`config.mk`:
```
export PLATFORM = sky130hd
export DESIGN_NAME = dll_lock_ctrl
export DESIGN_NICKNAME = d
export VERILOG_FILES = /design/src/rtl/dll_pkg.sv /design/src/rtl/dll_status_sync.sv /design/src/rtl/dll_lock_timer.sv /design/src/rtl/dll_word_fsm.sv /design/src/rtl/dll_lock_ctrl.sv
export SDC_FILE = /design/constraint.sdc
export NUM_CORES = 1
export LEC_CHECK = 0
export BUFFER_PORTS_ARGS = -buffer_cell sky130_fd_sc_hd__buf_2
export CAP_MARGIN = 15
export CELL_PAD_IN_SITES_DETAIL_PLACEMENT = 0
export CELL_PAD_IN_SITES_GLOBAL_PLACEMENT = 1
export CORE_MARGIN = 3
export CORE_UTILIZATION = 30
export CTS_CLUSTER_SIZE = 28
export DETAILED_ROUTE_END_ITERATION = 7
export GPL_ROUTABILITY_DRIVEN = 0
export PLACE_DENSITY = 0.7
export SYNTH_ARGS = -nofsm -noshare
export SYNTH_HDL_FRONTEND = slang
export SYNTH_SLANG_ARGS = --single-unit
```
`constraint.sdc`:
```
create_clock -name clk -period 2.3 [get_ports clk]
set_input_delay 0.46 -clock clk [delete_from_list [all_inputs] [get_ports clk]]
set_output_delay 0.46 -clock clk [all_outputs]
set_load 0.005 [all_outputs]
```
`src/rtl/dll_pkg.sv`:
```
package dll_pkg;
  localparam int CTRL_W    = 32;
  localparam int FLAG_W    = 3;
  localparam int LOCK_LSB  = 6;
  localparam int LOCK_W    = 8;
  localparam int FORCE_LSB = 18;
  localparam int ON_BIT    = 1;
  localparam int RUN_BIT   = 0;

  localparam logic [CTRL_W-1:0] BASE_WORD = 32'h0010_1000;
  localparam logic [CTRL_W-1:0] ON_MASK   = 32'h0000_0002;
  localparam logic [CTRL_W-1:0] RUN_MASK  = 32'h0000_0001;

  typedef enum logic [2:0] {
    ST_IDLE,
    ST_DLL_ON,
    ST_RUN,
    ST_WAIT,
    ST_FREEZE
  } dll_state_e;

  function automatic logic [CTRL_W-1:0] force_word(input logic [LOCK_W-1:0] val);
    logic [CTRL_W-1:0] w;
    w = '0;
    w[FORCE_LSB +: LOCK_W] = val;
    return w | BASE_WORD | ON_MASK | RUN_MASK;
  endfunction
endpackage

```
`src/rtl/dll_status_sync.sv`:
```
module dll_status_sync #(
  parameter int W = 11
) (
  input  logic         clk,
  input  logic         rst_n,
  input  logic [W-1:0] async_i,
  output logic [W-1:0] sync_o
);
  logic [W-1:0] meta_q;
  logic [W-1:0] sync_q;

  always_ff @(posedge clk or negedge rst_n) begin
    if (!rst_n) begin
      meta_q <= '0;
      sync_q <= '0;
    end else begin
      meta_q <= async_i;
      sync_q <= meta_q;
    end
  end

  assign sync_o = sync_q;
endmodule

```
`src/rtl/dll_lock_timer.sv`:
```
module dll_lock_timer #(
  parameter int TMO_W = 16
) (
  input  logic             clk,
  input  logic             rst_n,
  input  logic             clr_i,
  input  logic             en_i,
  input  logic [TMO_W-1:0] limit_i,
  output logic             expired_o
);
  logic [TMO_W-1:0] cnt_q;

  always_ff @(posedge clk or negedge rst_n) begin
    if (!rst_n) begin
      cnt_q <= '0;
    end else if (clr_i) begin
      cnt_q <= '0;
    end else if (en_i && cnt_q != limit_i) begin
      cnt_q <= cnt_q + 1'b1;
    end
  end

  assign expired_o = en_i && (cnt_q == limit_i);

  AST_TMR_HOLD: assert property (@(posedge clk) disable iff (!rst_n)
    (en_i && !clr_i && cnt_q == limit_i) |=> (cnt_q == $past(cnt_q)));
endmodule

```
`src/rtl/dll_word_fsm.sv`:
```
module dll_word_fsm
  import dll_pkg::*;
(
  input  logic              clk,
  input  logic              rst_n,
  input  logic              start_i,
  input  logic              fixed_i,
  input  logic [FLAG_W-1:0] flags_i,
  input  logic [LOCK_W-1:0] lock_val_i,
  input  logic              expired_i,
  output logic              tmr_clr_o,
  output logic              tmr_en_o,
  output logic [CTRL_W-1:0] ctrl_o,
  output logic              done_o,
  output logic              locked_o,
  output logic              err_o
);
  dll_state_e        state_q;
  logic              fixed_q;
  logic [CTRL_W-1:0] ctrl_q;
  logic              done_q, locked_q, err_q;
  logic              lock_seen;

  assign lock_seen = &flags_i;

  always_ff @(posedge clk or negedge rst_n) begin
    if (!rst_n) begin
      state_q  <= ST_IDLE;
      fixed_q  <= 1'b0;
      ctrl_q   <= '0;
      done_q   <= 1'b0;
      locked_q <= 1'b0;
      err_q    <= 1'b0;
    end else begin
      done_q <= 1'b0;
      unique case (state_q)
        ST_IDLE: begin
          if (start_i) begin
            ctrl_q   <= BASE_WORD;
            fixed_q  <= fixed_i;
            locked_q <= 1'b0;
            err_q    <= 1'b0;
            state_q  <= ST_DLL_ON;
          end
        end
        ST_DLL_ON: begin
          ctrl_q  <= BASE_WORD | ON_MASK;
          state_q <= ST_RUN;
        end
        ST_RUN: begin
          ctrl_q  <= BASE_WORD | ON_MASK | RUN_MASK;
          state_q <= ST_WAIT;
        end
        ST_WAIT: begin
          if (lock_seen) begin
            ctrl_q   <= force_word(lock_val_i);
            locked_q <= 1'b1;
            if (fixed_q) begin
              state_q <= ST_FREEZE;
            end else begin
              done_q  <= 1'b1;
              state_q <= ST_IDLE;
            end
          end else if (expired_i) begin
            err_q   <= 1'b1;
            state_q <= ST_IDLE;
          end
        end
        ST_FREEZE: begin
          ctrl_q  <= ctrl_q & ~ON_MASK;
          done_q  <= 1'b1;
          state_q <= ST_IDLE;
        end
        default: state_q <= ST_IDLE;
      endcase
    end
  end

  assign tmr_clr_o = (state_q != ST_WAIT);
  assign tmr_en_o  = (state_q == ST_WAIT);
  assign ctrl_o    = ctrl_q;
  assign done_o    = done_q;
  assign locked_o  = locked_q;
  assign err_o     = err_q;

  AST_SEQ_ON: assert property (@(posedge clk) disable iff (!rst_n)
    (ctrl_q == BASE_WORD) |=> (ctrl_q == (BASE_WORD | ON_MASK)));
  AST_SEQ_RUN: assert property (@(posedge clk) disable iff (!rst_n)
    (ctrl_q == (BASE_WORD | ON_MASK)) |=> (ctrl_q == (BASE_WORD | ON_MASK | RUN_MASK)));
  AST_PARTIAL_NO_LOCK: assert property (@(posedge clk) disable iff (!rst_n)
    (state_q == ST_WAIT && !lock_seen) |=> !locked_q);
  AST_DONE_LOCKED: assert property (@(posedge clk) disable iff (!rst_n)
    done_q |-> locked_q);
  AST_FROZEN_DLL_OFF: assert property (@(posedge clk) disable iff (!rst_n)
    (done_q && fixed_q) |-> !ctrl_q[ON_BIT]);
  AST_DONE_PULSE: assert property (@(posedge clk) disable iff (!rst_n)
    done_q |=> !done_q);
  AST_MODE_STABLE: assert property (@(posedge clk) disable iff (!rst_n)
    (state_q != ST_IDLE) |=> $stable(fixed_q));
  AST_ERR_NO_DONE: assert property (@(posedge clk) disable iff (!rst_n)
    err_q |-> !done_q);
endmodule

```
`src/rtl/dll_lock_ctrl.sv`:
```
module dll_lock_ctrl
  import dll_pkg::*;
#(
  parameter int STAT_W = 32,
  parameter int TMO_W  = 16
) (
  input  logic              clk,
  input  logic              rst_n,
  input  logic              start_i,
  input  logic              fixed_mode_i,
  input  logic [TMO_W-1:0]  tmo_limit_i,
  input  logic [STAT_W-1:0] phy_status_i,
  output logic [CTRL_W-1:0] phy_ctrl_o,
  output logic              done_o,
  output logic              locked_o,
  output logic              tmo_err_o
);
  localparam int SYNC_W = LOCK_W + FLAG_W;

  logic [SYNC_W-1:0] stat_raw, stat_sync;
  logic              tmr_clr, tmr_en, expired;

  assign stat_raw = {phy_status_i[LOCK_LSB +: LOCK_W], phy_status_i[FLAG_W-1:0]};

  dll_status_sync #(.W(SYNC_W)) u_sync (
    .clk     (clk),
    .rst_n   (rst_n),
    .async_i (stat_raw),
    .sync_o  (stat_sync)
  );

  dll_lock_timer #(.TMO_W(TMO_W)) u_timer (
    .clk       (clk),
    .rst_n     (rst_n),
    .clr_i     (tmr_clr),
    .en_i      (tmr_en),
    .limit_i   (tmo_limit_i),
    .expired_o (expired)
  );

  dll_word_fsm u_fsm (
    .clk        (clk),
    .rst_n      (rst_n),
    .start_i    (start_i),
    .fixed_i    (fixed_mode_i),
    .flags_i    (stat_sync[FLAG_W-1:0]),
    .lock_val_i (stat_sync[FLAG_W +: LOCK_W]),
    .expired_i  (expired),
    .tmr_clr_o  (tmr_clr),
    .tmr_en_o   (tmr_en),
    .ctrl_o     (phy_ctrl_o),
    .done_o     (done_o),
    .locked_o   (locked_o),
    .err_o      (tmo_err_o)
  );
endmodule

```
==> impl_metrics.toml, run 1 <==
[yosys]
syn_inst = 203
yosysWarnings = 0
yosysTopAreaCell = "dfrtp_1"
ys_types = 37
synthArstFlopShare_pct = 100
synth_ff_type = "dfrtp_1"
ys_ff_latch = 53
synth_edf_count = 0
syn_area_sq_um = 2350
synth_area_per_cell_sq_um = 11.6
synth_top_area_share_pct = 56.5
synth.area.top_cells = "dfrtp_1, buf_4, xnor2_1"
synth-seq-area-share_pct = 56.5

[floorplanning]
pin_count = 87
die-area_sq_um = 8930
dieWidth_microns = 94.5
core_area_sq_um = 7410
num_rows = 31
die_h_microns = 94.5
start_util_pct = 31.7

[drt]
antenna_left = 0
drc = 0
route.vias.total = 1575
totalWireLength_microns = 4420
drtIter0Drc = 73
wire_per_inst_microns = 12.6
drtPass1Iterations = 4
avgViaCountPerCell = 4.49

[layout]
area_growth_pct = 14.9
drive_gt1_share_pct = 27.0
final_common_cell = "dfrtp_1"
num-fill-cells = 762
final_cell_mix = "dfrtp_1, buf_2, conb_1"
fin_nets = 304
multi_input_area_sq_um = 883
instances_no_fill = 351
diodes = 0
register_area_sq_um = 1330

[clock_network]
cts_tree = "yes"
clockBufferDepth = 2
cts.clk_slew.worst_paths_ns = 0.10
post_cts_resized = 0
cts_buffers = 5
postCtsSetupBuffers = 0
numClockSinks = 53
postCtsHoldBufs = 0
insertion_delay_ns = 0.31
htreeDepth = 2
ctsRootBufferMaster = "clkbuf_8"

[sta]
setup_slack_ns = 0.323
timing.final.max_slew_violations = 0
slew_headroom_pct = 56.2
min_period_over_period_pct = 86.0
rsz0062_at_grt = "false"
tns_ns = 0
min_period_ns = 1.98
worstMarginPinSlew_ns = 0.658
hold_violations = 0
fmax_ghz = 0.506
finalSetupViolCount = 0
clock_skew_ns = 0.00618

[worst_setup_path]
r2r_slack_ns = 0.32
worstPathMaxFanout = 18
critical_path_class = "flip-flop to flip-flop"
cp_top_family = "simple AND/OR/NAND/NOR gates"
cp-end-kind = "flip-flop"
cp.arrival_ns = 2.17
reg2reg_to = "u_timer.cnt_q[1]"
slowest_delay_ns = 0.48
timing.rr.start = "u_timer.cnt_q[9]"
rr_worst_depth = 6
cp_cell_sequence = "xnor2_1 > nand4_1 > nor4_4 > buf_4 > mux2i_1 > nor2_1"
slowest_stage = "dfrtp_1"
crit_buf_inv = 1
start_kind = "flip-flop"
crit_required_ns = 2.50

[place]
numPortBuffers = 43
place_inst = 343
place.detailed.hpwl_microns = 3100
post-place-ws_ns = 0.284

[grt]
grt_max_degree = 54
grt_use_total_pct = 10.2
grt_pass1_wl_microns = 7060
grt_pass1_vias = 1428
grt_overflow_total = 0
grt_antenna_before_repair = 0

[outcome]
status = "complete, no violations"

[pwr]
p_leak_nw = 1.19
p_per_area_nw_per_um2 = 774
ir_drop_v = 0.000370

[job]
maxCapViolations = 0

[worst_hold_path]
hp-class = "input port to async pin"
cell families after synthesis:
kind of cell,count (synthesis),share of synthesized area (%)
other,1,0.160
buffers and inverters,30,9.11
AND/OR/NAND/NOR,53,14.2
adder cells (fa/ha/maj),1,0.533
AO/OA/AOI/OAI,44,11.5
XOR/XNOR,18,6.71
multiplexers,3,1.39
flip-flops,53,56.5
worst reg2reg max path, cell delays in order (launching register included):
cell and delay (ns):
dfrtp_1 0.48, xnor2_1 0.19, nand4_1 0.18, nor4_4 0.47, buf_4 0.29, mux2i_1 0.21
nor2_1 0.05
metal layers:
metal | vias to the layer above | share of wire (%) | track usage, %
li1 | 774 | - | -
met1 | 754 | 46 | 13.3
met2 | 45 | 47 | 16.0
met3 | 2 | 6.5 | 3.35
met4 | 0 | 0.79 | 3.25
met5 | - | 0 | 0
stage by stage:
step | hold slack (ns) | area, sq um | total power [mW] | utilization [%]
after detailed placement | 0.335 | 2600 | 1.55 | 35.1
after CTS | 0.230 | 2700 | 2.13 | 36.4
after global routing | 0.217 | 2700 | 2.23 | 36.4
after floorplan | 0.164 | 2420 | 1.41 | -
after global placement | 0.331 | 2600 | 1.54 | 35.1
final | 0.228 | 2700 | 2.09 | 36.4
how the worst max path moves through the flow:
stage                          start                to  slack (ns)  cells after the start
finish              u_timer.cnt_q[9]  u_timer.cnt_q[1]        0.32                      6
global route        u_timer.cnt_q[9]  u_fsm.state_q[1]        0.18                      6
CTS                 u_timer.cnt_q[9]  u_timer.cnt_q[1]        0.31                      6
detailed placement   tmo_limit_i[14]  u_timer.cnt_q[1]        0.28                      7
global placement      tmo_limit_i[9]  u_timer.cnt_q[1]        0.28                      7
floorplan             tmo_limit_i[9]  u_timer.cnt_q[1]        0.54                      7
state kept, by name, summed over array words and instances (netlist names), 3 cells and up:
| signal | cells |
|---|---|
| u_fsm.ctrl_o | 10 |
| u_fsm.state_q | 3 |
| u_sync.meta_q | 10 |
| u_sync.sync_o | 10 |
| u_timer.cnt_q | 16 |
layout make-up:
cell class | instances | share of cell area (%)
clock buffer | 5 | 2.55
clock inverter | 3 | 1.07
sequential | 53 | 49.1
multi-input combinational | 140 | 32.7
tap | 99 | 4.59
timing repair buffer | 49 | 9.64
inverter | 2 | 0.278
power breakdown:
| part | total [mW] | switching [mW] | internal (mW) |
|---|---|---|---|
| registers | 1.11 | 0.0797 | 1.03 |
| clock network | 0.560 | 0.332 | 0.228 |
| logic | 0.422 | 0.241 | 0.182 |
| total | 2.09 | 0.652 | 1.44 |
synth_stat cells (all sizes together) (4+ instances only):
cell type  instances
o31ai              5
nand2              6
a21oi             15
or4                4
or3               11
xnor2             17
nand4              9
buf               26
o21ai             14
dfrtp             53
a22o               8
nor2               9
nand3              5
Power figures use the tool's default switching activity.
==> inputs of run 2 (changes only) <==
--- a/config.mk
+++ b/config.mk
@@ -14,7 +14,8 @@
 export CTS_CLUSTER_SIZE = 28
 export DETAILED_ROUTE_END_ITERATION = 7
 export GPL_ROUTABILITY_DRIVEN = 0
-export PLACE_DENSITY = 0.7
+export PLACE_DENSITY = 0.69
 export SYNTH_ARGS = -nofsm -noshare
 export SYNTH_HDL_FRONTEND = slang
+export SYNTH_HIERARCHICAL = 1
 export SYNTH_SLANG_ARGS = --single-unit
==> impl_metrics.toml, run 2 <==
[sta]
finalSetupViolCount = 0
timing.final.max_slew_violations = 0
rsz0062_at_grt = "false"
min_period_ns = 2.05
min_period_over_period_pct = 89.3
fmax_ghz = 0.487
hold_violations = 0
clock_skew_ns = 0.0112
timing.hold.ws_ns = 0.101
tns_ns = 0
slew_headroom_pct = 66.5
worstMarginPinSlew_ns = 0.503

[yosys]
synth_area_per_cell_sq_um = 11.4
yosysWarnings = 6
syn_inst = 221
syn_area_sq_um = 2510

[grt]
grt_overflow_total = 0
grt_pass1_wl_microns = 8170
grt_use_total_pct = 10.4
grt_antenna_before_repair = 0
grt_pass1_vias = 1699
grt_max_degree = 34

[drt]
drc = 0
drtPass1Iterations = 4
route.vias.total = 1724
wire_per_inst_microns = 13.1
totalWireLength_microns = 4910
drtIter0Drc = 53
antenna_left = 0
avgViaCountPerCell = 4.61

[floorplanning]
core_area_sq_um = 7930
start_util_pct = 31.7
pin_count = 87
dieWidth_microns = 97.5
num_rows = 32
die-area_sq_um = 9500
die_h_microns = 97.5

[worst_setup_path]
critical_path_class = "flip-flop to flip-flop"
timing.rr.start = "u_timer/cnt_q[3]"
crit_required_ns = 2.54
rr_worst_depth = 5
cp-end-kind = "flip-flop"
reg2reg_to = "u_timer/cnt_q[15]"
start_kind = "flip-flop"
cp.arrival_ns = 2.29
worstPathMaxFanout = 7
r2r_slack_ns = 0.25

[layout]
area_growth_pct = 15.3
final_common_cell = "dfrtp_1"
largest-register = "u_timer/cnt_q"
diodes = 0
drive_gt1_share_pct = 27.9
final_cell_mix = "dfrtp_1, buf_2, conb_1"
largest_register_ffs = 16
instances_no_fill = 374
fin_nets = 324

[clock_network]
postCtsHoldBufs = 0
ctsRootBufferMaster = "clkbuf_8"
cts.clk_slew.worst_paths_ns = 0.11
numClockSinks = 53
cts_buffers = 5
post_cts_resized = 0
insertion_delay_ns = 0.31
cts_tree = "yes"
postCtsSetupBuffers = 0
htreeDepth = 2
clockBufferDepth = 2

[job]
maxCapViolations = 0

[pwr]
ir_drop_v = 0.000287
p_per_area_nw_per_um2 = 766
total_power_mw = 2.22
p_leak_nw = 1.26

[worst_hold_path]
hp-class = "input port to async pin"

[outcome]
status = "complete, no violations"

[place]
place.detailed.hpwl_microns = 3560
numPortBuffers = 43
place_inst = 366
[run 2: power breakdown]
part	internal (mW)	switching, mW	leakage, nW	total (mW)
combinational	0.249	0.296	0.550	0.545
clock	0.228	0.338	0.0506	0.566
sequential	1.03	0.0713	0.663	1.11
total	1.51	0.705	1.26	2.22
[run 2: stage by stage]
| step | instance area [sq um] | setup slack (ns) | utilization (%) |
|---|---|---|---|
| 6_report | 2890 | 0.246 | 36.5 |
| 5_1_grt | 2890 | 0.00850 | 36.5 |
| 4_1_cts | 2890 | 0.242 | 36.5 |
| 3_5_place_dp | 2800 | 0.171 | 35.3 |
| 3_3_place_gp | 2800 | 0.156 | 35.3 |
| 2_1_floorplan | 2580 | 0.219 | - |
[run 2: cell type report]
type	instances	area, sq um
sequential	53	1330
inverter	6	22.5
tap	102	128
fill	807	5030
clock inverter	3	28.8
timing repair buffer	52	295
multi-input combinational	153	1020
clock buffer	5	68.8
[run 2: worst max path at each step]
stage | start | endpoint | slack, ns | depth (start not counted)
finish | u_timer/cnt_q[3] | u_timer/cnt_q[15] | 0.25 | 5
global route | u_fsm/state_q[0] | u_timer/cnt_q[14] | 0.009 | 6
CTS | u_timer/cnt_q[3] | u_timer/cnt_q[15] | 0.24 | 5
detailed placement | tmo_limit_i[15] | u_timer/cnt_q[0] | 0.17 | 7
global placement | tmo_limit_i[15] | u_timer/cnt_q[0] | 0.16 | 7
floorplan | tmo_limit_i[15] | u_fsm/state_q[1] | 0.22 | 9
[run 2: critical path, stage by stage, from the launching register on]
cell	delay, ns
dfrtp_1	0.53
nand4_4	0.17
or3_4	0.41
or2_0	0.25
or4_1	0.47
a21oi_1	0.15
[run 2: per-layer routing]
| metal | vias to the layer above | wire length [microns] | global-route usage, % |
|---|---|---|---|
| met5 | - | 0 | 0 |
| li1 | 847 | - | - |
| met3 | 6 | 161 | 2.30 |
| met4 | 0 | 62 | 3.51 |
| met1 | 834 | 2300 | 13.9 |
| met2 | 37 | 2390 | 16.7 |
==> inputs of run 3 (changes only) <==
--- a/config.mk
+++ b/config.mk
@@ -9,7 +9,6 @@
 export CAP_MARGIN = 15
 export CELL_PAD_IN_SITES_DETAIL_PLACEMENT = 0
 export CELL_PAD_IN_SITES_GLOBAL_PLACEMENT = 1
-export CORE_MARGIN = 3
 export CORE_UTILIZATION = 30
 export CTS_CLUSTER_SIZE = 28
 export DETAILED_ROUTE_END_ITERATION = 7
==> impl_metrics.toml, run 3 (synthesized netlist as in run 2, its figures left out) <==
[pwr]
ir_drop_v = 0.000270
total_power_mw = 2.22
p_leak_nw = 1.27
p_per_area_nw_per_um2 = 764

[place]
numPortBuffers = 43
place_area_sq_um = 2800
post-place-ws_ns = 0.154
place_inst = 367
place.detailed.hpwl_microns = 3430

[sta]
timing.final.max_slew_violations = 0
rsz0062_at_grt = "false"
finalSetupViolCount = 0
min_period_ns = 2.03
hold_violations = 0
fmax_ghz = 0.493
setup_slack_ns = 0.272
tns_ns = 0
clock_skew_ns = 0.00895
min_period_over_period_pct = 88.2

[outcome]
status = "complete, no violations"

[worst_setup_path]
worstPathMaxFanout = 7
critical_path_class = "flip-flop to flip-flop"
cp.arrival_ns = 2.26
cp-end-kind = "flip-flop"
crit_required_ns = 2.53
start_kind = "flip-flop"

[layout]
final_common_cell = "dfrtp_1"
area_growth_pct = 15.7
drive_gt1_share_pct = 28.2
final_area_sq_um = 2900
fin_nets = 325
final_cell_mix = "dfrtp_1, buf_2, conb_1"
largest-register = "u_timer/cnt_q"
instances_no_fill = 375
diodes = 0
largest_register_ffs = 16

[drt]
drtPass1Iterations = 4
drc = 0
avgViaCountPerCell = 4.59
drtIter0Drc = 83
totalWireLength_microns = 4670
wire_per_inst_microns = 12.5
antenna_left = 0
route.vias.total = 1720

[clock_network]
postCtsSetupBuffers = 0
clockBufferDepth = 2
htreeDepth = 2
insertion_delay_ns = 0.31
cts.clk_slew.worst_paths_ns = 0.10
post_cts_resized = 0
cts_tree = "yes"
cts_buffers = 5
numClockSinks = 53
postCtsHoldBufs = 0
ctsRootBufferMaster = "clkbuf_8"

[floorplanning]
die_h_microns = 93.5
dieWidth_microns = 93.5
num_rows = 32
core_area_sq_um = 7930
start_util_pct = 31.7
die-area_sq_um = 8740
pin_count = 87

[grt]
grt_overflow_total = 0
grt_use_total_pct = 11.8
grt_antenna_before_repair = 0
grt_max_degree = 37
grt_pass1_vias = 1671
grt_pass1_wl_microns = 8100

[job]
maxCapViolations = 0

[worst_hold_path]
hp-class = "input port to async pin"
[run 3: cell count changes in the layout (fill, tap and decap cells not counted)]
cell / before / now
inv_8: 1 / 0
clkbuf_8: 5 / 6
buf_4: 8 / 9
[run 3: path summary, 6_finish.rpt]
path                            cells past startpoint        startpoint  slack, ns                 to
worst max-delay path                                5  u_timer/cnt_q[3]       0.27  u_timer/cnt_q[15]
worst min-delay path                                1             rst_n       0.07   u_fsm/ctrl_o[22]
worst max register to register                      5  u_timer/cnt_q[3]       0.27  u_timer/cnt_q[15]
worst min register to register                      0  u_sync/meta_q[0]       0.35   u_sync/sync_o[0]
max in group asynchronous                           2             rst_n       1.69  u_timer/cnt_q[13]
min in group clk                                    1   phy_status_i[7]       0.25   u_sync/meta_q[4]
[run 3: worst max-delay path, stage by stage, from the launching register on]
cell	delay [ns]
dfrtp_1	0.52
nand4_4	0.16
or3_4	0.42
or2_0	0.25
or4_1	0.46
a21oi_1	0.15
[run 3: where the power goes]
group          leakage, nW  total [mW]  switching (mW)  internal (mW)
clock network       0.0518       0.555           0.305          0.250
registers            0.663        1.11          0.0760           1.03
logic                0.555       0.553           0.296          0.258
[run 3: layer usage]
metal  track usage, %  part of all wire [%]  vias up
li1                 -                     -      848
met3             2.11                   4.2        3
met2             19.9                    50       46
met1             15.4                    45      823
met4             3.46                  0.53        0
met5                0                     0        -
[run 3: through the flow]
stage | util, % | hold WS (ns)
after global routing | 36.6 | 0.0820
after detailed placement | 35.4 | 0.335
final | 36.6 | 0.0720
after floorplan | - | 0.164
after CTS | 36.6 | 0.0794
after global placement | 35.4 | 0.332
[run 3: layout make-up]
| type | count | area (sq um) |
|---|---|---|
| tap | 102 | 128 |
| timing repair buffer | 53 | 303 |
| inverter | 6 | 22.5 |
| sequential | 53 | 1330 |
| fill | 814 | 5020 |
| clock buffer | 6 | 82.6 |
| clock inverter | 2 | 17.5 |
| multi-input combinational | 153 | 1020 |
